**config.mk**
```make
export PLATFORM = sky130hd
export DESIGN_NAME = synth_serial_prog
export DESIGN_NICKNAME = d
export VERILOG_FILES = /design/src/rtl/sprog_pkg.sv /design/src/rtl/sprog_rst_sync.sv /design/src/rtl/sprog_sync.sv /design/src/rtl/sprog_shifter.sv /design/src/rtl/sprog_router.sv /design/src/rtl/synth_serial_prog.sv
export SDC_FILE = /design/constraint.sdc
export NUM_CORES = 1
export LEC_CHECK = 0
export ABC_CLOCK_PERIOD_IN_PS = 6600
export BUFFER_PORTS_ARGS = -buffer_cell sky130_fd_sc_hd__clkbuf_2
export CORE_ASPECT_RATIO = 1.4
export CORE_MARGIN = 4
export CORE_UTILIZATION = 40
export CTS_CLUSTER_SIZE = 12
export DETAILED_ROUTE_END_ITERATION = 7
export SKIP_LAST_GASP = 1
export SYNTH_ARGS = -nofsm -noshare
export SYNTH_HDL_FRONTEND = slang
export SYNTH_SLANG_ARGS = --single-unit
```
**constraint.sdc**
```tcl
create_clock -name clk -period 6.6 [get_ports clk]
set_input_delay 0.66 -clock clk [delete_from_list [all_inputs] [get_ports clk]]
set_output_delay 0.66 -clock clk [all_outputs]
set_load 0.02 [all_outputs]
```
**src/rtl/sprog_pkg.sv**
```systemverilog
package sprog_pkg;
  localparam int LONG_BITS  = 32;
  localparam int SHORT_BITS = 24;
  localparam int CNT_W      = 6;
  localparam int DIV_W      = 20;
  localparam int CN_W       = 8;
  localparam int PR_W       = 2;
  localparam int CFG_W      = 28;
  localparam int CTL_W      = 27;

  typedef enum logic [3:0] {
    KIND_MAIN  = 4'd1,
    KIND_STAGE = 4'd2,
    KIND_AUX   = 4'd3,
    KIND_CTL   = 4'd4,
    KIND_TEST  = 4'd5
  } word_kind_e;
endpackage

```
**src/rtl/sprog_rst_sync.sv**
```systemverilog
module sprog_rst_sync #(
  parameter int STAGES = 2
) (
  input  logic clk,
  input  logic rst_n,
  output logic rst_q_n
);
  logic [STAGES-1:0] chain_q;

  always_ff @(posedge clk or negedge rst_n) begin
    if (!rst_n) chain_q <= '0;
    else        chain_q <= {chain_q[STAGES-2:0], 1'b1};
  end

  assign rst_q_n = chain_q[STAGES-1];
endmodule

```
**src/rtl/sprog_sync.sv**
```systemverilog
module sprog_sync #(
  parameter int WIDTH  = 3,
  parameter int STAGES = 2
) (
  input  logic             clk,
  input  logic             rst_n,
  input  logic [WIDTH-1:0] din,
  output logic [WIDTH-1:0] dout
);
  logic [STAGES-1:0][WIDTH-1:0] stage_q;

  always_ff @(posedge clk or negedge rst_n) begin
    if (!rst_n) stage_q <= '0;
    else        stage_q <= {stage_q[STAGES-2:0], din};
  end

  assign dout = stage_q[STAGES-1];
endmodule

```
**src/rtl/sprog_shifter.sv**
```systemverilog
module sprog_shifter
  import sprog_pkg::*;
(
  input  logic                 clk,
  input  logic                 rst_n,
  input  logic                 sclk,
  input  logic                 strobe,
  input  logic                 sdata,
  output logic                 word_done,
  output logic [LONG_BITS-1:0] word,
  output logic [CNT_W-1:0]     nbits
);
  logic                 sclk_d, strobe_d;
  logic [LONG_BITS-1:0] sr_q, sr_n;
  logic [CNT_W-1:0]     cnt_q, cnt_n;
  logic                 shift_en, end_word;

  assign shift_en = sclk & ~sclk_d & ~strobe;
  assign end_word = strobe & ~strobe_d;

  always_comb begin
    sr_n  = sr_q;
    cnt_n = cnt_q;
    if (shift_en) begin
      sr_n = {sr_q[LONG_BITS-2:0], sdata};
      if (cnt_q != '1) cnt_n = cnt_q + 1'b1;
    end
    if (end_word) cnt_n = '0;
  end

  always_ff @(posedge clk or negedge rst_n) begin
    if (!rst_n) begin
      sclk_d   <= 1'b0;
      strobe_d <= 1'b0;
      sr_q     <= '0;
      cnt_q    <= '0;
    end else begin
      sclk_d   <= sclk;
      strobe_d <= strobe;
      if (shift_en) sr_q <= sr_n;
      if (shift_en || end_word) cnt_q <= cnt_n;
    end
  end

  assign word_done = end_word;
  assign word      = sr_q;
  assign nbits     = cnt_q;
endmodule

```
**src/rtl/sprog_router.sv**
```systemverilog
module sprog_router
  import sprog_pkg::*;
(
  input  logic                 clk,
  input  logic                 rst_n,
  input  logic                 strobe,
  input  logic                 word_done,
  input  logic [LONG_BITS-1:0] word,
  input  logic [CNT_W-1:0]     nbits,
  input  logic                 div_sync,
  output logic [DIV_W-1:0]     main_div,
  output logic [CN_W-1:0]      main_cn,
  output logic [PR_W-1:0]      main_pr,
  output logic [CFG_W-1:0]     aux_cfg,
  output logic [CTL_W-1:0]     ctl_cfg,
  output logic                 long_fmt,
  output logic [CFG_W-1:0]     test_cfg,
  output logic                 speedup
);
  logic             is_short, is_long;
  logic             take_short, take_long, take_stage, take_aux, take_ctl, take_test;
  logic             commit;
  logic             unused_bits;

  logic             pend_q, pend_n;
  logic             pend_long_q, pend_long_n;
  logic [DIV_W-1:0] pend_div_q, pend_div_n;
  logic [CN_W-1:0]  pend_cn_q, pend_cn_n;
  logic [CN_W-1:0]  cn_tmp_q;
  logic [PR_W-1:0]  pr_tmp_q;
  logic             spd_n;

  assign is_short    = word_done && (nbits == CNT_W'(SHORT_BITS));
  assign is_long     = word_done && (nbits == CNT_W'(LONG_BITS));
  assign unused_bits = ^{word[21:4], word[3:1]};

  always_comb begin
    take_stage = 1'b0;
    take_aux   = 1'b0;
    take_ctl   = 1'b0;
    take_test  = 1'b0;
    take_long  = 1'b0;
    take_short = is_short && !word[0] && !long_fmt;
    if (is_long) begin
      case (word_kind_e'(word[3:0]))
        KIND_MAIN:  take_long  = long_fmt;
        KIND_STAGE: take_stage = 1'b1;
        KIND_AUX:   take_aux   = 1'b1;
        KIND_CTL:   take_ctl   = 1'b1;
        KIND_TEST:  take_test  = 1'b1;
        default:    ;
      endcase
    end
  end

  assign commit = pend_q && div_sync;

  always_comb begin
    pend_n      = pend_q;
    pend_long_n = pend_long_q;
    pend_div_n  = pend_div_q;
    pend_cn_n   = pend_cn_q;
    if (commit) pend_n = 1'b0;
    if (take_short) begin
      pend_n      = 1'b1;
      pend_long_n = 1'b0;
      pend_div_n  = word[23:4];
    end
    if (take_long) begin
      pend_n      = 1'b1;
      pend_long_n = 1'b1;
      pend_div_n  = word[31:12];
      pend_cn_n   = word[11:4];
    end
    spd_n = speedup;
    if (!strobe) spd_n = 1'b0;
    if (take_short || take_long) spd_n = 1'b1;
  end

  always_ff @(posedge clk or negedge rst_n) begin
    if (!rst_n) begin
      pend_q      <= 1'b0;
      pend_long_q <= 1'b0;
      pend_div_q  <= '0;
      pend_cn_q   <= '0;
      cn_tmp_q    <= '0;
      pr_tmp_q    <= '0;
      main_div    <= '0;
      main_cn     <= '0;
      main_pr     <= '0;
      aux_cfg     <= '0;
      ctl_cfg     <= '0;
      long_fmt    <= 1'b0;
      test_cfg    <= '0;
      speedup     <= 1'b0;
    end else begin
      pend_q      <= pend_n;
      pend_long_q <= pend_long_n;
      pend_div_q  <= pend_div_n;
      pend_cn_q   <= pend_cn_n;
      speedup     <= spd_n;
      if (take_stage) begin
        cn_tmp_q <= word[31:24];
        pr_tmp_q <= word[23:22];
      end
      if (commit) begin
        main_div <= pend_div_q;
        main_cn  <= pend_long_q ? pend_cn_q : cn_tmp_q;
        main_pr  <= pr_tmp_q;
      end
      if (take_aux) aux_cfg <= word[31:4];
      if (take_ctl) begin
        long_fmt <= word[31];
        ctl_cfg  <= word[30:4];
      end
      if (take_ctl)       test_cfg <= '0;
      else if (take_test) test_cfg <= word[31:4];
    end
  end
endmodule

```
**src/rtl/synth_serial_prog.sv**
```systemverilog
module synth_serial_prog
  import sprog_pkg::*;
#(
  parameter int SYNC_STAGES = 2
) (
  input  logic             clk,
  input  logic             rst_n,
  input  logic             ser_clk,
  input  logic             ser_strobe,
  input  logic             ser_data,
  input  logic             div_sync,
  output logic [DIV_W-1:0] main_div,
  output logic [CN_W-1:0]  main_cn,
  output logic [PR_W-1:0]  main_pr,
  output logic [CFG_W-1:0] aux_cfg,
  output logic [CTL_W-1:0] ctl_cfg,
  output logic             long_fmt,
  output logic [CFG_W-1:0] test_cfg,
  output logic             speedup
);
  logic                 rst_q_n;
  logic [2:0]           pins_s;
  logic                 strobe_s;
  logic                 word_done;
  logic [LONG_BITS-1:0] word;
  logic [CNT_W-1:0]     nbits;

  sprog_rst_sync #(.STAGES(SYNC_STAGES)) u_rst (
    .clk(clk), .rst_n(rst_n), .rst_q_n(rst_q_n)
  );

  sprog_sync #(.WIDTH(3), .STAGES(SYNC_STAGES)) u_sync (
    .clk(clk), .rst_n(rst_q_n),
    .din({ser_clk, ser_strobe, ser_data}), .dout(pins_s)
  );

  assign strobe_s = pins_s[1];

  sprog_shifter u_shift (
    .clk(clk), .rst_n(rst_q_n),
    .sclk(pins_s[2]), .strobe(strobe_s), .sdata(pins_s[0]),
    .word_done(word_done), .word(word), .nbits(nbits)
  );

  sprog_router u_route (
    .clk(clk), .rst_n(rst_q_n), .strobe(strobe_s),
    .word_done(word_done), .word(word), .nbits(nbits), .div_sync(div_sync),
    .main_div(main_div), .main_cn(main_cn), .main_pr(main_pr),
    .aux_cfg(aux_cfg), .ctl_cfg(ctl_cfg), .long_fmt(long_fmt),
    .test_cfg(test_cfg), .speedup(speedup)
  );
endmodule

```
==> flow_results.xml <==
<?xml version="1.0" encoding="UTF-8"?>
<metrics>
  <group name="pwr">
    <metric name="powerDensity" unit="nW/um2">270</metric>
    <metric name="static-leakage-power" unit="nW">4.83</metric>
    <metric name="power.share.clock" unit="%">43.0</metric>
    <metric name="ir_worst_vdd" unit="mV">0.158</metric>
    <metric name="power_switching" unit="uW">568</metric>
    <metric name="pwr-share-comb" unit="%">3.7</metric>
    <metric name="switching_share" unit="%">22.6</metric>
    <metric name="pwr-share-seq" unit="%">53.3</metric>
    <metric name="internal_power" unit="mW">1.94</metric>
  </group>
  <group name="placed_design">
    <metric name="placed_cells_incl_taps" unit="">939</metric>
    <metric name="hpwlAfterDp" unit="um">12400</metric>
    <metric name="gpl.final_weighted_congestion" unit="">0.826</metric>
    <metric name="placement.io_buffers" unit="">120</metric>
  </group>
  <group name="cells_and_area">
    <metric name="nNetsFinal" unit="">723</metric>
    <metric name="area_delta_synth_final" unit="%">18.3</metric>
    <metric name="drive_above_1_share" unit="%">35.7</metric>
    <metric name="antenna_cells_inserted" unit="">0</metric>
    <metric name="finish.cell_count_without_fillers" unit="">970</metric>
  </group>
  <group name="global_route">
    <metric name="wire_length_of_the_first_global_routing_pass" unit="um">29200</metric>
    <metric name="globalRouteTotalUtil" unit="%">16.4</metric>
    <metric name="globalRouteOverflowTotal" unit="">0</metric>
    <metric name="grt_pass1_vias" unit="">5233</metric>
    <metric name="grt_max_degree" unit="">177</metric>
    <metric name="antenna_found_initial" unit="">0</metric>
  </group>
  <group name="floorplanning">
    <metric name="io-pin-count" unit="">121</metric>
    <metric name="dieWidth" unit="um">127</metric>
    <metric name="rows" unit="">60</metric>
    <metric name="initial_core_utilization" unit="%">40.8</metric>
    <metric name="design.die.area" unit="um2">22000</metric>
    <metric name="placeableCoreArea" unit="um2">19300</metric>
    <metric name="die_height" unit="um">174</metric>
  </group>
  <group name="clock_tree">
    <metric name="clk_latency_worst_skew_pair" unit="ps">490</metric>
    <metric name="cts_inserted_buffers" unit="">21</metric>
    <metric name="clkTransAtPathRegs" unit="ps">60</metric>
    <metric name="clk_root_buffer_cell" unit="">sky130_fd_sc_hd__clkbuf_16</metric>
    <metric name="post-cts-setup-buffers" unit="">0</metric>
    <metric name="cts_resized" unit="">0</metric>
    <metric name="clockBufferDepth" unit="">3</metric>
    <metric name="clkSinkCount" unit="">203</metric>
    <metric name="cts_hold_buffers" unit="">1</metric>
    <metric name="clock_tree_from_tritoncts" unit="">done</metric>
    <metric name="ctsHtreeMaxLevel" unit="">1</metric>
  </group>
  <group name="yosys">
    <metric name="synth_async_sr_flop_share" unit="%">100</metric>
    <metric name="synth-compound-area-share" unit="%">4.81</metric>
    <metric name="synthCells" unit="">598</metric>
    <metric name="yosys.area_share.adder" unit="%">0.318</metric>
    <metric name="yosys-mux-area-fraction" unit="%">18.5</metric>
    <metric name="synth_simple_gate_area_share" unit="%">9.59</metric>
    <metric name="synth_top_family_by_area" unit="">multiplexers</metric>
    <metric name="synth_top_cells_by_area" unit="">sky130_fd_sc_hd__dfrtp_1, sky130_fd_sc_hd__mux2_2, sky130_fd_sc_hd__nand2_1</metric>
    <metric name="synth_area_leader_cell" unit="">sky130_fd_sc_hd__dfrtp_1</metric>
    <metric name="synthesis.yosys.warnings" unit="">0</metric>
    <metric name="postSynthAreaPerCell" unit="um2">13.2</metric>
    <metric name="syn_nets" unit="">606</metric>
    <metric name="synth_cell_types" unit="">34</metric>
    <metric name="most_used_flip_flop_cell_after_synthesis" unit="">sky130_fd_sc_hd__dfrtp_1</metric>
    <metric name="yosysMostFrequentCell" unit="">sky130_fd_sc_hd__dfrtp_1</metric>
    <metric name="ys_seq_area_share" unit="%">64.6</metric>
    <metric name="synth-seq-cells" unit="">203</metric>
    <metric name="post_synth_most_frequent_cells" unit="">sky130_fd_sc_hd__dfrtp_1, sky130_fd_sc_hd__nand2_1, sky130_fd_sc_hd__mux2_2, sky130_fd_sc_hd__o21ai_0, sky130_fd_sc_hd__nand3_1</metric>
    <metric name="synth-edff-count" unit="">0</metric>
    <metric name="synthDominantCellAreaShare" unit="%">64.6</metric>
    <metric name="synth-xor-area-share" unit="%">0</metric>
    <metric name="post_synth_instance_area" unit="um2">7860</metric>
  </group>
  <group name="worst_setup_path">
    <metric name="crit_path_max_fanout" unit="">23</metric>
    <metric name="endpoint_kind" unit="">flop</metric>
    <metric name="cp_num_buf_inv" unit="">1</metric>
    <metric name="worst-endpoint-arrival" unit="ps">3500</metric>
    <metric name="cp.required" unit="ps">6970</metric>
    <metric name="setup.worst_path.start" unit="">u_shift.nbits[0]</metric>
    <metric name="crit_chain" unit="">inv_1 -&gt; ha_1 -&gt; nor4bb_1 -&gt; nand4_1 -&gt; nand3_1 -&gt; nand2_1</metric>
    <metric name="cp_top_family" unit="">simple AND/OR/NAND/NOR gates</metric>
    <metric name="cp_slowest_stage_delay" unit="ps">1040</metric>
    <metric name="critPathLaunchType" unit="">flop</metric>
    <metric name="crit_path_top_delay_cell" unit="">sky130_fd_sc_hd__nand4_1</metric>
    <metric name="critical_path_start_end_classification" unit="">reg2reg</metric>
    <metric name="r2r_start" unit="">u_shift.nbits[0]</metric>
  </group>
  <group name="sta">
    <metric name="rsz0062_at_grt" unit="">false</metric>
    <metric name="worst_clock_skew_on_the_final_layout" unit="ps">17.4</metric>
    <metric name="worstMarginPinSlew" unit="ps">1100</metric>
    <metric name="finalSetupTns" unit="ps">0</metric>
    <metric name="slew_violations" unit="">0</metric>
    <metric name="timing.fmax" unit="MHz">320</metric>
    <metric name="hold_viol_final" unit="">0</metric>
    <metric name="final_period_minus_worst_setup_slack" unit="ps">3120</metric>
    <metric name="setup_viol" unit="">0</metric>
    <metric name="post-route-period-util" unit="%">47.3</metric>
    <metric name="headroom_to_the_max_slew_limit" unit="%">25.4</metric>
  </group>
  <group name="drt">
    <metric name="first_pass_iteration_count_of_the_detailed_router" unit="">7</metric>
    <metric name="residual_antenna_violating_net_count_after_detailed_routing" unit="">0</metric>
    <metric name="drt_iter0_drc" unit="">291</metric>
    <metric name="detail_route.drc_violations" unit="">0</metric>
    <metric name="vias_per_cell" unit="">5.11</metric>
    <metric name="vias" unit="">4956</metric>
    <metric name="routed_wire_length_per_instance" unit="um">18.6</metric>
    <metric name="postRouteWirelength" unit="um">18100</metric>
  </group>
  <group name="run_status">
    <metric name="outcome" unit="">finished, final reports clean</metric>
  </group>
  <group name="hold_path">
    <metric name="timing.hold.worst.class" unit="">reg2async</metric>
  </group>
  <group name="job">
    <metric name="max-cap-violations" unit="">0</metric>
  </group>
</metrics>
[state kept, by name, indices dropped and copies added (netlist names), 6 cells and up]
| register | count |
|---|---|
| u_route.main_cn | 8 |
| u_route.test_cfg | 28 |
| u_route.aux_cfg | 28 |
| u_shift.word | 32 |
| u_route.main_div | 20 |
| u_route.cn_tmp_q | 8 |
| u_route.ctl_cfg | 27 |
| u_route.pend_cn_q | 8 |
| u_shift.nbits | 6 |
| u_route.pend_div_q | 20 |
[through the flow]
| stage | instance area (um2) | setup slack, ps | hold WS, ps | power, mW | util [%] |
|---|---|---|---|---|---|
| after global placement | 8680 | 3700 | 241 | 1.45 | 45.0 |
| after global routing | 9310 | 3210 | 259 | 2.61 | 48.2 |
| after detailed placement | 8680 | 3500 | 253 | 1.46 | 45.0 |
| final | 9310 | 3480 | 236 | 2.51 | 48.2 |
| after floorplan | 7860 | 524 | 331 | 1.40 | - |
| after CTS | 9310 | 3490 | 251 | 2.55 | 48.2 |
[worst paths after layout]
| path | slack, ps | cells past startpoint | endpoint |
|---|---|---|---|
| max | 3480 | 6 | u_route.pend_div_q[8] |
| min | 240 | 0 | u_route.ctl_cfg[7] |
| max reg2reg | 3480 | 6 | u_route.pend_div_q[8] |
| min reg2reg | 240 | 0 | u_route.ctl_cfg[7] |
| max in group asynchronous | 5120 | 1 | u_shift.word[8] |
| min in group clk | 270 | 1 | u_sync.stage_q[2] |
[power groups by stage]
stage               Sequential, mW  Combinational, mW  Clock [mW]
finish                        1.34             0.0930        1.08
global route                  1.34              0.105        1.16
CTS                           1.34             0.0963        1.11
detailed placement            1.36             0.0956           0
global placement              1.36             0.0913           0
floorplan                     1.35             0.0573           0
[cell type report]
type	instances	area, um2
Tap cell	248	310
Sequential cell	203	5080
Clock buffer	29	606
Fill cell	1726	9990
Multi-Input combinational cell	359	2620
Timing Repair Buffer	127	668
Inverter	3	11.3
Clock inverter	1	8.76
[cell families after synthesis]
logic type / count (synthesis)
buffers and inverters: 36
and+or+nand+nor: 163
DFF: 203
other: 1
muxes: 130
adders and majority gates: 2
AOI/OAI and AO/OA: 63
[placed cells by master, fill, tap and decap left out, drive strengths merged]
cell / count
dfrtp: 203
clkbuf: 149
mux2: 120
nand2: 119
o21ai: 38
nand3: 25
a22oi: 20
mux2i: 10
buf: 6
inv: 4
nand4: 4
nand4b: 2
nand2b: 2
o211ai: 2
o31ai: 2
ha: 2
nor2: 2
nor4bb: 1
nor4b: 1
and3b: 1
and4b: 1
nor3: 1
and4: 1
nor2b: 1
nor3b: 1
and2: 1
o21a: 1
dlygate4sd3: 1
conb: 1
[worst register-to-register path: stages, from the launching register on]
cell	delay [ps]
sky130_fd_sc_hd__dfrtp_1	420
sky130_fd_sc_hd__inv_1	80
sky130_fd_sc_hd__ha_1	150
sky130_fd_sc_hd__nor4bb_1	870
sky130_fd_sc_hd__nand4_1	1040
sky130_fd_sc_hd__nand3_1	390
sky130_fd_sc_hd__nand2_1	70
[layer usage]
| metal | GRT usage (%) | routed length (um) |
|---|---|---|
| met1 | 20.4 | 7170 |
| met2 | 29.1 | 9690 |
| met3 | 2.46 | 756 |
| met4 | 5.05 | 443 |
| met5 | 0 | 0 |
(Power assumes the default switching activity.)
